<file path="src/rtl/svc_status_pkg.sv">
package svc_status_pkg;

  localparam int EVT_W = 8;
  localparam int STB_W = 8;

  // event register positions
  localparam int EV_OPC   = 0;
  localparam int EV_RQC   = 1;
  localparam int EV_QYE   = 2;
  localparam int EV_DDE   = 3;
  localparam int EV_EXE   = 4;
  localparam int EV_CME   = 5;
  localparam int EV_ZERO  = 6;
  localparam int EV_PON   = 7;

  // status byte positions
  localparam int SB_ERRQ  = 2;
  localparam int SB_QUES  = 3;
  localparam int SB_MAV   = 4;
  localparam int SB_ESUM  = 5;
  localparam int SB_RQS   = 6;
  localparam int SB_OPER  = 7;

  localparam logic [EVT_W-1:0] EVT_LIVE =
      EVT_W'((1 << EV_OPC) | (1 << EV_QYE) | (1 << EV_DDE) |
             (1 << EV_EXE) | (1 << EV_CME) | (1 << EV_PON));

  localparam logic [EVT_W-1:0] EVT_RESET = EVT_W'(1 << EV_PON);

  typedef struct packed {
    logic clrEvt;
    logic loadEna;
    logic ackSrq;
  } ctrlStrobe_t;

endpackage

</file>
<file path="src/rtl/svc_status_dp.sv">
module svc_status_dp
  import svc_status_pkg::*;
(
  input  logic             clk,
  input  logic             rstN,
  input  ctrlStrobe_t      ctl,
  input  logic [EVT_W-1:0] evtPulse,
  input  logic [EVT_W-1:0] enaData,
  input  logic             errQueueBusy,
  input  logic             questSummary,
  input  logic             msgReady,
  input  logic             operSummary,
  output logic [EVT_W-1:0] evtReg,
  output logic [EVT_W-1:0] enaReg,
  output logic [STB_W-1:0] stbVec,
  output logic             rqsBit
);

  logic [EVT_W-1:0] evtKeep;
  logic [EVT_W-1:0] evtNext;
  logic [EVT_W-1:0] evtHit;
  logic             eventSum;

  // per-bit sticky latch, unused positions tied off
  for (genvar b = 0; b < EVT_W; b++) begin : gEvt
    if (EVT_LIVE[b]) begin : gLive
      assign evtKeep[b] = ctl.clrEvt ? 1'b0 : evtReg[b];
      assign evtNext[b] = evtKeep[b] | evtPulse[b];
    end else begin : gDead
      assign evtKeep[b] = 1'b0;
      assign evtNext[b] = 1'b0;
    end
  end

  always_ff @(posedge clk) begin
    if (!rstN) begin
      evtReg <= EVT_RESET;
      enaReg <= '0;
    end else begin
      evtReg <= evtNext;
      if (ctl.loadEna) enaReg <= enaData & EVT_LIVE;
    end
  end

  assign evtHit   = evtReg & enaReg;
  assign eventSum = |evtHit;

  logic [STB_W-1:0] stbBase;

  always_comb begin
    stbBase           = '0;
    stbBase[SB_ERRQ]  = errQueueBusy;
    stbBase[SB_QUES]  = questSummary;
    stbBase[SB_MAV]   = msgReady;
    stbBase[SB_ESUM]  = eventSum;
    stbBase[SB_OPER]  = operSummary;
  end

  assign rqsBit = |stbBase;

  always_comb begin
    stbVec         = stbBase;
    stbVec[SB_RQS] = rqsBit;
  end

endmodule

</file>
<file path="src/rtl/svc_status_ctrl.sv">
module svc_status_ctrl
  import svc_status_pkg::*;
(
  input  logic        clk,
  input  logic        rstN,
  input  logic        evtRead,
  input  logic        enaWrite,
  input  logic        stbRead,
  input  logic        rqsBit,
  output ctrlStrobe_t ctl,
  output logic        srq
);

  logic rqsPrev;
  logic rqsRise;

  always_comb begin
    ctl.clrEvt  = evtRead;
    ctl.loadEna = enaWrite;
    ctl.ackSrq  = stbRead;
  end

  assign rqsRise = rqsBit & ~rqsPrev;

  always_ff @(posedge clk) begin
    if (!rstN) begin
      rqsPrev <= 1'b0;
      srq     <= 1'b0;
    end else begin
      rqsPrev <= rqsBit;
      if (rqsRise)         srq <= 1'b1;
      else if (ctl.ackSrq) srq <= 1'b0;
    end
  end

endmodule

</file>
<file path="src/rtl/svc_status_top.sv">
module svc_status_top
  import svc_status_pkg::*;
(
  input  logic             clk,
  input  logic             rstN,
  input  logic [EVT_W-1:0] evtPulse,
  input  logic             enaWrite,
  input  logic [EVT_W-1:0] enaData,
  input  logic             evtRead,
  input  logic             errQueueBusy,
  input  logic             questSummary,
  input  logic             msgReady,
  input  logic             operSummary,
  input  logic             stbRead,
  output logic [EVT_W-1:0] evtValue,
  output logic [EVT_W-1:0] enaValue,
  output logic [STB_W-1:0] stbValue,
  output logic             srqOut
);

  ctrlStrobe_t ctl;
  logic        rqsBit;

  svc_status_ctrl uCtrl (
    .clk      (clk),
    .rstN     (rstN),
    .evtRead  (evtRead),
    .enaWrite (enaWrite),
    .stbRead  (stbRead),
    .rqsBit   (rqsBit),
    .ctl      (ctl),
    .srq      (srqOut)
  );

  svc_status_dp uDp (
    .clk          (clk),
    .rstN         (rstN),
    .ctl          (ctl),
    .evtPulse     (evtPulse),
    .enaData      (enaData),
    .errQueueBusy (errQueueBusy),
    .questSummary (questSummary),
    .msgReady     (msgReady),
    .operSummary  (operSummary),
    .evtReg       (evtValue),
    .enaReg       (enaValue),
    .stbVec       (stbValue),
    .rqsBit       (rqsBit)
  );

endmodule

</file>
<file path="config.mk">
export PLATFORM = sky130hd
export DESIGN_NAME = svc_status_top
export DESIGN_NICKNAME = d
export VERILOG_FILES = /design/src/rtl/svc_status_pkg.sv /design/src/rtl/svc_status_dp.sv /design/src/rtl/svc_status_ctrl.sv /design/src/rtl/svc_status_top.sv
export SDC_FILE = /design/constraint.sdc
export NUM_CORES = 1
export LEC_CHECK = 0
export ABC_AREA = 1
export ABC_CLOCK_PERIOD_IN_PS = 1400
export BUFFER_PORTS_ARGS = -buffer_cell sky130_fd_sc_hd__clkbuf_2
export CAP_MARGIN = 15
export CORE_ASPECT_RATIO = 1.1
export CORE_MARGIN = 8
export CORE_UTILIZATION = 40
export CTS_CLUSTER_SIZE = 28
export DETAILED_ROUTE_END_ITERATION = 12
export PLACE_DENSITY = 0.94
export SLEW_MARGIN = 5
export SYNTH_ARGS = -nofsm -noshare
export SYNTH_HDL_FRONTEND = slang
export SYNTH_SLANG_ARGS = --single-unit
export TNS_END_PERCENT = 1
</file>
<file path="constraint.sdc">
create_clock -name clk -period 1.4 [get_ports clk]
set_input_delay 0 -clock clk [delete_from_list [all_inputs] [get_ports clk]]
set_output_delay 0 -clock clk [all_outputs]
set_load 0.05 [all_outputs]
</file>
# [After elaboration in Yosys (flattened, before gate mapping)]
# Index checks and enable logic that the tools add are counted.
[totals] wordCells=25 register_bits=16 output_inout_bits=25 inputBits=25
[op_classes] reduce_logical=3 bitwise_logic=9 n_mux=8
[op_table] operator="$reduce_or A12 Y1" count=1
[op_table] operator="$and A8 B8 Y8" count=1
[op_table] operator="$mux W1" count=8
[op_table] operator="$reduce_or A8 Y1" count=1
[op_table] operator="$or A1 B1 Y1" count=6
[op_table] operator="$reduce_bool A2 Y1" count=1
[op_table] operator="$and A1 B1 Y1" count=1
[op_table] operator="$not A1 Y1" count=1

# [Longest topological paths before layout]
# Gate-level depths: netlist of run 1.
[logic_depth] ltp_word=4 ltp_mapped=6 depth_no_buf=6

# [Cells and area by module]
# A second synthesis of run 1 with hierarchy kept.
[hier_totals] cells_unflattened=90 hier_area_um2=640.6
[by_module_without_submodules] mod="svc_status_dp" cells_per_inst=78 n_inst=1 seq_area_each_um2=240.2 area_per_inst_um2=549.3
[by_module_without_submodules] mod="svc_status_ctrl" cells_per_inst=12 n_inst=1 seq_area_each_um2=40.0 area_per_inst_um2=91.3

# [Worst setup path before layout of run 1]
# No wires, ideal clock.
[synth_path] path_type="register to output" from="register uDp.evtReg[5]" to="output stbValue[6]" setup_slack_ps=277 n_path_buf=1 required_ps=1400 path_stages_with_launch=6 arrival_time_ps=1123 cell_sequence="dfxtp_1 -> nand2_1 -> nand2_1 -> inv_2 -> nand3_2 -> buf_4"
[synth_via] elab_chain_len=2
[synth_lines] element="start, declared" line="svc_status_dp.sv:13" rtl="output logic [EVT_W-1:0] evtReg,"
[synth_lines] element="start signal, assigned" line="svc_status_dp.sv:40" rtl="evtReg <= evtNext;"
[synth_lines] element="$and A8 B8 Y8" line="svc_status_dp.sv:45" rtl="assign evtHit = evtReg & enaReg;"
[synth_lines] element="$reduce_or A12 Y1" line="svc_status_dp.sv:59" rtl="assign rqsBit = |stbBase;"
[synth_lines] element="end, declared" line="svc_status_top.sv:17" rtl="output logic [STB_W-1:0] stbValue,"
# No other way between the ends.

# [Worst setup path after layout of run 1]
[layout_path] from="register uDp.evtReg[3]" to="output stbValue[6]"
# Same word-level chain as after synthesis.

==> results.txt, run 1 <==
The fraction of final layout cells sized beyond drive strength 1 came out at 38.2%. The mean number of vias per cell is 4.39. The worst setup path is captured at a primary output. The total chip power came out at 1.05 mW. The number of nets in the layout is between 150 and 200.

The number of CTS-inserted buffers came out at 3. Across every metal layer, demand over resource in global routing totals a little over a tenth. The worst hold path depth came out at 2.

The count of pins over their slew limit came out at 0. The later pin in the worst-skew pair is clocked with a latency of 0.27 ns. Buffers inserted to repair hold after CTS numbered 13.

The number of nets with antenna violations after detailed routing is 0. The first-iteration detailed-routing DRC count came out at 5. Compared with the post-synthesis result, the final layout area differs by 48.7%. The synthesized instance count came out at 83. TritonCTS built the clock tree. The global-route wire length before repair is 2640 um. Yosys printed 0 warnings. The y dimension of the die came out at 57.4 um. The critical path data arrival time came out at 1.23 ns.

The maximum clock rate is 813 MHz. The part of the cycle the worst path needs is 87.8%. The synthesized netlist contains 14 unique library cells.

After detailed routing, the number of remaining DRC violations is 0. Summing the areas of all xor and xnor instances in the mapped netlist gives 0% of the synthesized area. The setup skew after layout is 0.00141 ns. After detailed routing, the total wire length is about 1700 um. The run finished with clean final reports. The final HPWL from detailed placement is between 1000 and 1500 um.

The mapped netlist covers ~620 um^2. The total overflow left after global routing is 0. The number of antenna repair diodes came out at 0. Summing the areas of all compound-gate instances in the mapped netlist gives 9.62% of the synthesized area. The number of setup violations in the final report is 0. The initial antenna violation count is 0. The H-tree depth came out at 1. The pin count of the biggest net entering global routing came out at 12. The cell that appears most often on the critical path is nand2_1. The die covers 3080 um^2. The sum of negative setup slack is 0 ns. The buffer depth of the longest clock path came out at 2.

The number of global-route vias before repair is 665. The area fraction in and, or, nand and nor cells after synthesis is 25.7%. In the final routed layout, each cell accounts on average for 11.4 um. The peak supply drop came out at approximately 0.0008 V. The most critical setup path has its startpoint at uDp.evtReg[3]$_SDFF_PN0_.

In this run the worst path has a maximum fanout of 3. The length of the first detailed-routing pass in iterations is 5. The average cell area after synthesis came out at 7.52 um^2. The path class of the tightest hold or removal check is in -> reg. The post-CTS resize count came out at 0. Routability-driven placement finished with a final weighted congestion of around 0.76. The required time at the worst-slack endpoint is 1.40 ns. The via count of the routed design came out at 650.

The clock tree root driver cell is clkbuf_4. The share of synthesized area occupied by flip-flops and latches is 44.9%. Once the clock tree was built, the setup fixing pass inserted 0 buffers. The slowest stage of the critical path is the dfxtp_1 cell. The die is 53.7 um wide. The core outline area is approximately 1500 um^2. The dominant combinational cell family by area after synthesis is simple AND/OR/NAND/NOR gates. The initial cell density of the core is 41.1%. In this run the tool buffered the top-level ports with 39 buffer cells. The number of rows in the core area came out at 15.

The count of maximum capacitance violations came out at 0. The startpoint-to-endpoint class of the critical path is reg -> out. The total power density per cell area is around 1100 nW/um^2. The worst hold path begins at rstN. The worst stage delay on the critical path is 0.33 ns.

The flop and latch count out of synthesis came out at 14. Multiplexer cells account for 0% of the synthesized area. Summing the areas of all fa, ha and maj instances in the mapped netlist gives 0% of the synthesized area. The worst-case reg-to-reg path depth is 6. The clock-pin slew on the worst setup and hold paths is 0.08 ns. Setup repair after global routing left no endpoint under its margin. The kind of start point of the critical path is a flop. The I/O pin total is 50. The startpoint identified for the worst register-to-register timing path is uDp.evtReg[3]$_SDFF_PN0_. The number of endpoints with negative hold slack in the final report came out at 0. The critical path goes through nand2_1, nand2_1, nor2_2, nand3_2, clkbuf_2.

The number of clock sinks came out at 14. The post-layout minimum cycle time came out at 1.23 ns. The cell leakage power is 0.509 nW.
==> routing by layer <==
| layer | global-route usage [%] | vias to the layer above | part of all wire (%) |
|---|---|---|---|
| li1 | - | 339 | - |
| met1 | 10.8 | 279 | 38 |
| met2 | 18.9 | 28 | 50 |
| met3 | 3.12 | 4 | 11 |
| met4 | 5.05 | 0 | 1.2 |
| met5 | 0 | - | 0 |
==> power by group <==
part / switching [mW] / internal (mW) / total [mW]
clock network: 0.128 / 0.158 / 0.286
registers: 0.0183 / 0.425 / 0.444
logic: 0.231 / 0.0887 / 0.319
==> flip-flops by register name, indices dropped and copies added (netlist names) <==
register and cells:
uCtrl.rqsPrev 1, uDp.evtReg 6, uCtrl.srq 1, uDp.enaReg 6
==> Yosys cell counts <==
master,instances,area [um^2]
o21ai_0,2,10.0
inv_2,4,15.0
inv_1,2,7.51
dfxtp_1,14,280
nor2_1,19,71.3
conb_1,1,3.75
a21oi_1,6,30.0
nand3_2,2,20.0
o21ai_1,4,20.0
nor2_2,1,6.26
and2_1,1,6.26
nand3b_1,1,7.51
nand2_1,13,48.8
buf_4,13,97.6
==> cell families (layout without fill, tap and decap cells) <==
group           Yosys count  in the layout
compound gates           12             12
buf+inv                  19             62
flops                    14             14
other cells               1              6
simple gates             37             37
==> stage by stage <==
| stage | hold WS [ns] | worst slack [ns] | instance area [um^2] | cells | util, % |
|---|---|---|---|---|---|
| after floorplan | 0.0884 | 0.277 | 643 | 88 | - |
| after global placement | 0.178 | 0.485 | 762 | 131 | 50.1 |
| after detailed placement | 0.187 | 0.469 | 762 | 131 | 50.1 |
| after CTS | 0.0340 | 0.158 | 928 | 148 | 61.1 |
| after global routing | 0.0637 | 0.102 | 928 | 148 | 61.1 |
| final | 0.0323 | 0.171 | 928 | 148 | 61.1 |
==> final cells by class <==
type / count / area (um^2)
fill: 136 / 592
timing repair buffer: 52 / 325
sequential: 14 / 280
multi-input combinational: 55 / 243
clock buffer: 4 / 36.3
inverter: 6 / 22.5
tap: 17 / 21.3
==> path summary, 6_finish.rpt <==
path | to | slack [ns]
setup / recovery | stbValue[6] | 0.17
hold / removal | uDp.evtReg[7]$_SDFF_PN1_ | 0.03
setup reg to reg | uCtrl.srq$_SDFFE_PN0P_ | 0.49
hold reg to reg | uCtrl.srq$_SDFFE_PN0P_ | 0.48
==> cell usage in the layout (no fill, tap or decap) <==
cell,count
o21ai_1,4
dlygate4sd3_1,13
clkbuf_8,1
inv_1,2
nand3b_1,1
dfxtp_1,14
clkbuf_4,3
nand2_1,13
nor2_1,19
nor2_2,1
clkbuf_2,39
conb_1,6
o21ai_0,2
inv_2,4
a21oi_1,6
and2_1,1
nand3_2,2
==> critical path: cells and delay by family (launching register included) <==
| kind | cells | cell delay (ns) |
|---|---|---|
| flip-flops | 1 | 0.33 |
| buffers and inverters | 1 | 0.25 |
| AND/OR/NAND/NOR | 4 | 0.37 |
Note: power is estimated with default switching activity, not from simulation.
==> run 2: changes to the inputs <==
--- a/config.mk
+++ b/config.mk
@@ -9,10 +9,10 @@
 export ABC_CLOCK_PERIOD_IN_PS = 1400
 export BUFFER_PORTS_ARGS = -buffer_cell sky130_fd_sc_hd__clkbuf_2
 export CAP_MARGIN = 15
-export CORE_ASPECT_RATIO = 1.1
 export CORE_MARGIN = 8
 export CORE_UTILIZATION = 40
-export CTS_CLUSTER_SIZE = 28
+export CTS_CLUSTER_DIAMETER = 50
+export CTS_CLUSTER_SIZE = 10
 export DETAILED_ROUTE_END_ITERATION = 12
 export PLACE_DENSITY = 0.94
 export SLEW_MARGIN = 5
==> run 2 against run 1 <==
Net effect:
- the run now ends with negative hold slack left
- maximum frequency is 2.3% lower
- clock power is essentially flat
- wire length up 7.2%
- first-iteration DRC count rose to 3.2 times the previous value
- global-route usage increased by 1.1 points
- critical endpoint unchanged
- largest power group unchanged
==> results.txt, run 2 (synthesis results as in run 1) <==
Result of the run: finished, violations left (was finished clean). The final reports fail on negative hold slack. The critical-path maximum fanout is 3 (unchanged). The y dimension of the die is 55.5 um (was 57.4 um). The number of rows in the core area was 14 (was 15). The peak supply drop is 0.000709 V (was 0.000809 V). The pin count of the biggest net entering global routing is 12 (unchanged). The global-route wire length before repair came out at 3100 um (was 2640 um). Setup repair after global routing missed its margin: false (unchanged). The total placed cells including tap cells came out at 130 (was 131). The number of fill cells in the layout is 119 (was 136).

The number of nets with antenna violations after detailed routing came out at 0 (unchanged). The final weighted congestion of routability-driven global placement is 0.692 (was 0.757). The first-iteration detailed-routing DRC count came to 16 (was 5).

The critical path data arrival time came out at 1.26 ns (was 1.23 ns). The post-layout minimum cycle time is 1.26 ns (was 1.23 ns). The overall routing resource usage was 11.8% (was 10.7%). The number of CTS-inserted buffers was 3 (unchanged). Commonest non-fill, non-tap cells in the layout: clkbuf_2, nor2_1, dfxtp_1, nand2_1, dlygate4sd3_1 (unchanged).

The I/O pin total came to 50 (unchanged). The number of endpoints with negative hold slack in the final report came out at 1 (was 0). The H-tree depth is 1 (unchanged). The fraction of final layout cells sized beyond drive strength 1 is 38.5% (was 38.2%). The setup skew after layout came out at 0.0102 ns (was 0.00141 ns). The source of the worst register-to-register timing path is uDp.evtReg[4]$_SDFF_PN0_ (was uDp.evtReg[3]$_SDFF_PN0_). The total DRC errors in the routed layout is 0 (unchanged).

The sum of negative setup slack is 0 ns (unchanged). The cts-stage hold buffer count is 12 (was 13). The cell leakage power came to 0.505 nW (was 0.509 nW). The total die area is 3080 um^2 (about the same). Worst path cell trace: nand2_1, nand2_1, nor2_2, nand3_2, clkbuf_2 (unchanged). The die extent in x came to 55.5 um (was 53.7 um).

The maximum clock rate came to 794 MHz (was 813 MHz). The critical path capture point type was a primary output (unchanged). The total power density per cell area was 1150 nW/um^2 (was 1130 nW/um^2). The total detailed-routing wirelength is 1810 um (was 1680 um). The master of the slowest instance on the critical path is dfxtp_1 (unchanged). The critical path's most frequent cell is nand2_1 (unchanged). The via count of the routed design came out at 675 (was 650). The number of nets in the layout is 156 (was 157).

The length of the first detailed-routing pass in iterations is 4 (was 5). The overflow left after global routing is 0 (unchanged). Regs by FF count: uDp.enaReg (6), uDp.evtReg (6) (unchanged). The worst hold-check path type is in -> reg (unchanged). The final HPWL from detailed placement is 1400 um (was 1330 um). The clock-pin slew on the worst setup and hold paths is 0.09 ns (was 0.08 ns). The core outline area is 1490 um^2 (was 1520 um^2). The layout-stage area growth over the synthesis result is 46.9% (was 48.7%). The startpoint-to-endpoint class of the critical path is reg -> out (unchanged).

The final routed wire length divided by cell count came out at 12.4 um (was 11.4 um). The part of the cycle the worst path needs is 89.9% (was 87.8%). The initial antenna violation count was 0 (unchanged). The count of maximum capacitance violations is 0 (unchanged).

The post-place setup slack is 0.450 ns (was 0.469 ns). The worst-case setup margin in the final layout came out at 0.141 ns (was 0.171 ns). The post-CTS resize count came out at 0 (unchanged). The kind of start point of the critical path is a flop (unchanged). The worst stage delay on the critical path is 0.35 ns (was 0.33 ns).

The source of the worst hold timing path was enaData[2] (was rstN). The number of clock sinks is 14 (unchanged). The launch point of the worst path is uDp.evtReg[4]$_SDFF_PN0_ (was uDp.evtReg[3]$_SDFF_PN0_). The initial cell density of the core is 41.9% (was 41.1%). The mean number of vias per cell came out at 4.62 (was 4.39).

The count of pins over their slew limit is 0 (unchanged). The clock tree root driver cell is clkbuf_4 (unchanged). The number of antenna repair diodes came to 0 (unchanged).

The required time at the worst-slack endpoint came out at 1.40 ns (about the same). The clock tree from TritonCTS is yes (unchanged). The number of global-route vias before repair is 754 (was 665). The number of setup violations in the final report is 0 (unchanged). The worst hold slack is -0.00528 ns (was 0.0323 ns).

The buffer depth of the longest clock path came out at 2 (unchanged). The total of buffers placed on input and output ports came out at 39 (unchanged). The most common cell after layout, fill and taps aside was clkbuf_2 (unchanged). The buffer count from post-CTS setup fixing is 0 (unchanged). The clock latency at the later pin of the worst-skew pair is 0.28 ns (was 0.27 ns). The count of placed standard cells in the final layout, fillers left out came out at 146 (was 148).
==> run 2: cell count changes in the layout (fill, tap and decap cells not counted) <==
| cell | delta |
|---|---|
| dlygate4sd3_1 | -1 |
==> run 2: final cells by class <==
| type | count | area (um^2) | area share [%] |
|---|---|---|---|
| inverter | 6 | 22.5 | 2.46 |
| sequential | 14 | 280 | 30.6 |
| clock buffer | 4 | 36.3 | 3.96 |
| tap | 16 | 20.0 | 2.18 |
| timing repair buffer | 51 | 315 | 34.4 |
| multi-input combinational | 55 | 243 | 26.5 |
==> run 2: worst paths after layout <==
check	to	slack (ns)	cells past startpoint
worst max-delay path	stbValue[6]	0.14	5
worst min-delay path	uDp.enaReg[2]$_SDFFE_PN0P_	-0.005	3
worst max register to register	uCtrl.srq$_SDFFE_PN0P_	0.45	6
worst min register to register	uCtrl.srq$_SDFFE_PN0P_	0.47	2
==> run 2: stage by stage <==
| stage | cell area, um^2 | total power [mW] | hold WS [ns] | utilization, % |
|---|---|---|---|---|
| CTS | 917 | 1.05 | 0.00723 | 61.6 |
| detailed placement | 761 | 0.748 | 0.183 | 51.1 |
| global route | 917 | 1.10 | 0.00559 | 61.6 |
| finish | 917 | 1.05 | -0.00528 | 61.6 |
| global placement | 761 | 0.740 | 0.174 | 51.1 |
| floorplan | 643 | 0.696 | 0.0884 | - |
==> run 2: routing by layer <==
metal | wire [um] | track usage (%)
met1 | 693 | 10.9
met2 | 846 | 20.2
met3 | 226 | 6.39
met4 | 38 | 6.34
met5 | 0 | 0
==> run 2: report_power, final <==
part	switching [mW]	total, mW	internal [mW]
Combinational	0.233	0.320	0.0869
Sequential	0.0207	0.446	0.425
Clock	0.128	0.286	0.158
==> run 2: worst max-delay path: cells and delay by family, from the launching register on <==
family / cells / cell delay (ns)
simple gates: 4 / 0.38
buf+inv: 1 / 0.25
flops: 1 / 0.35
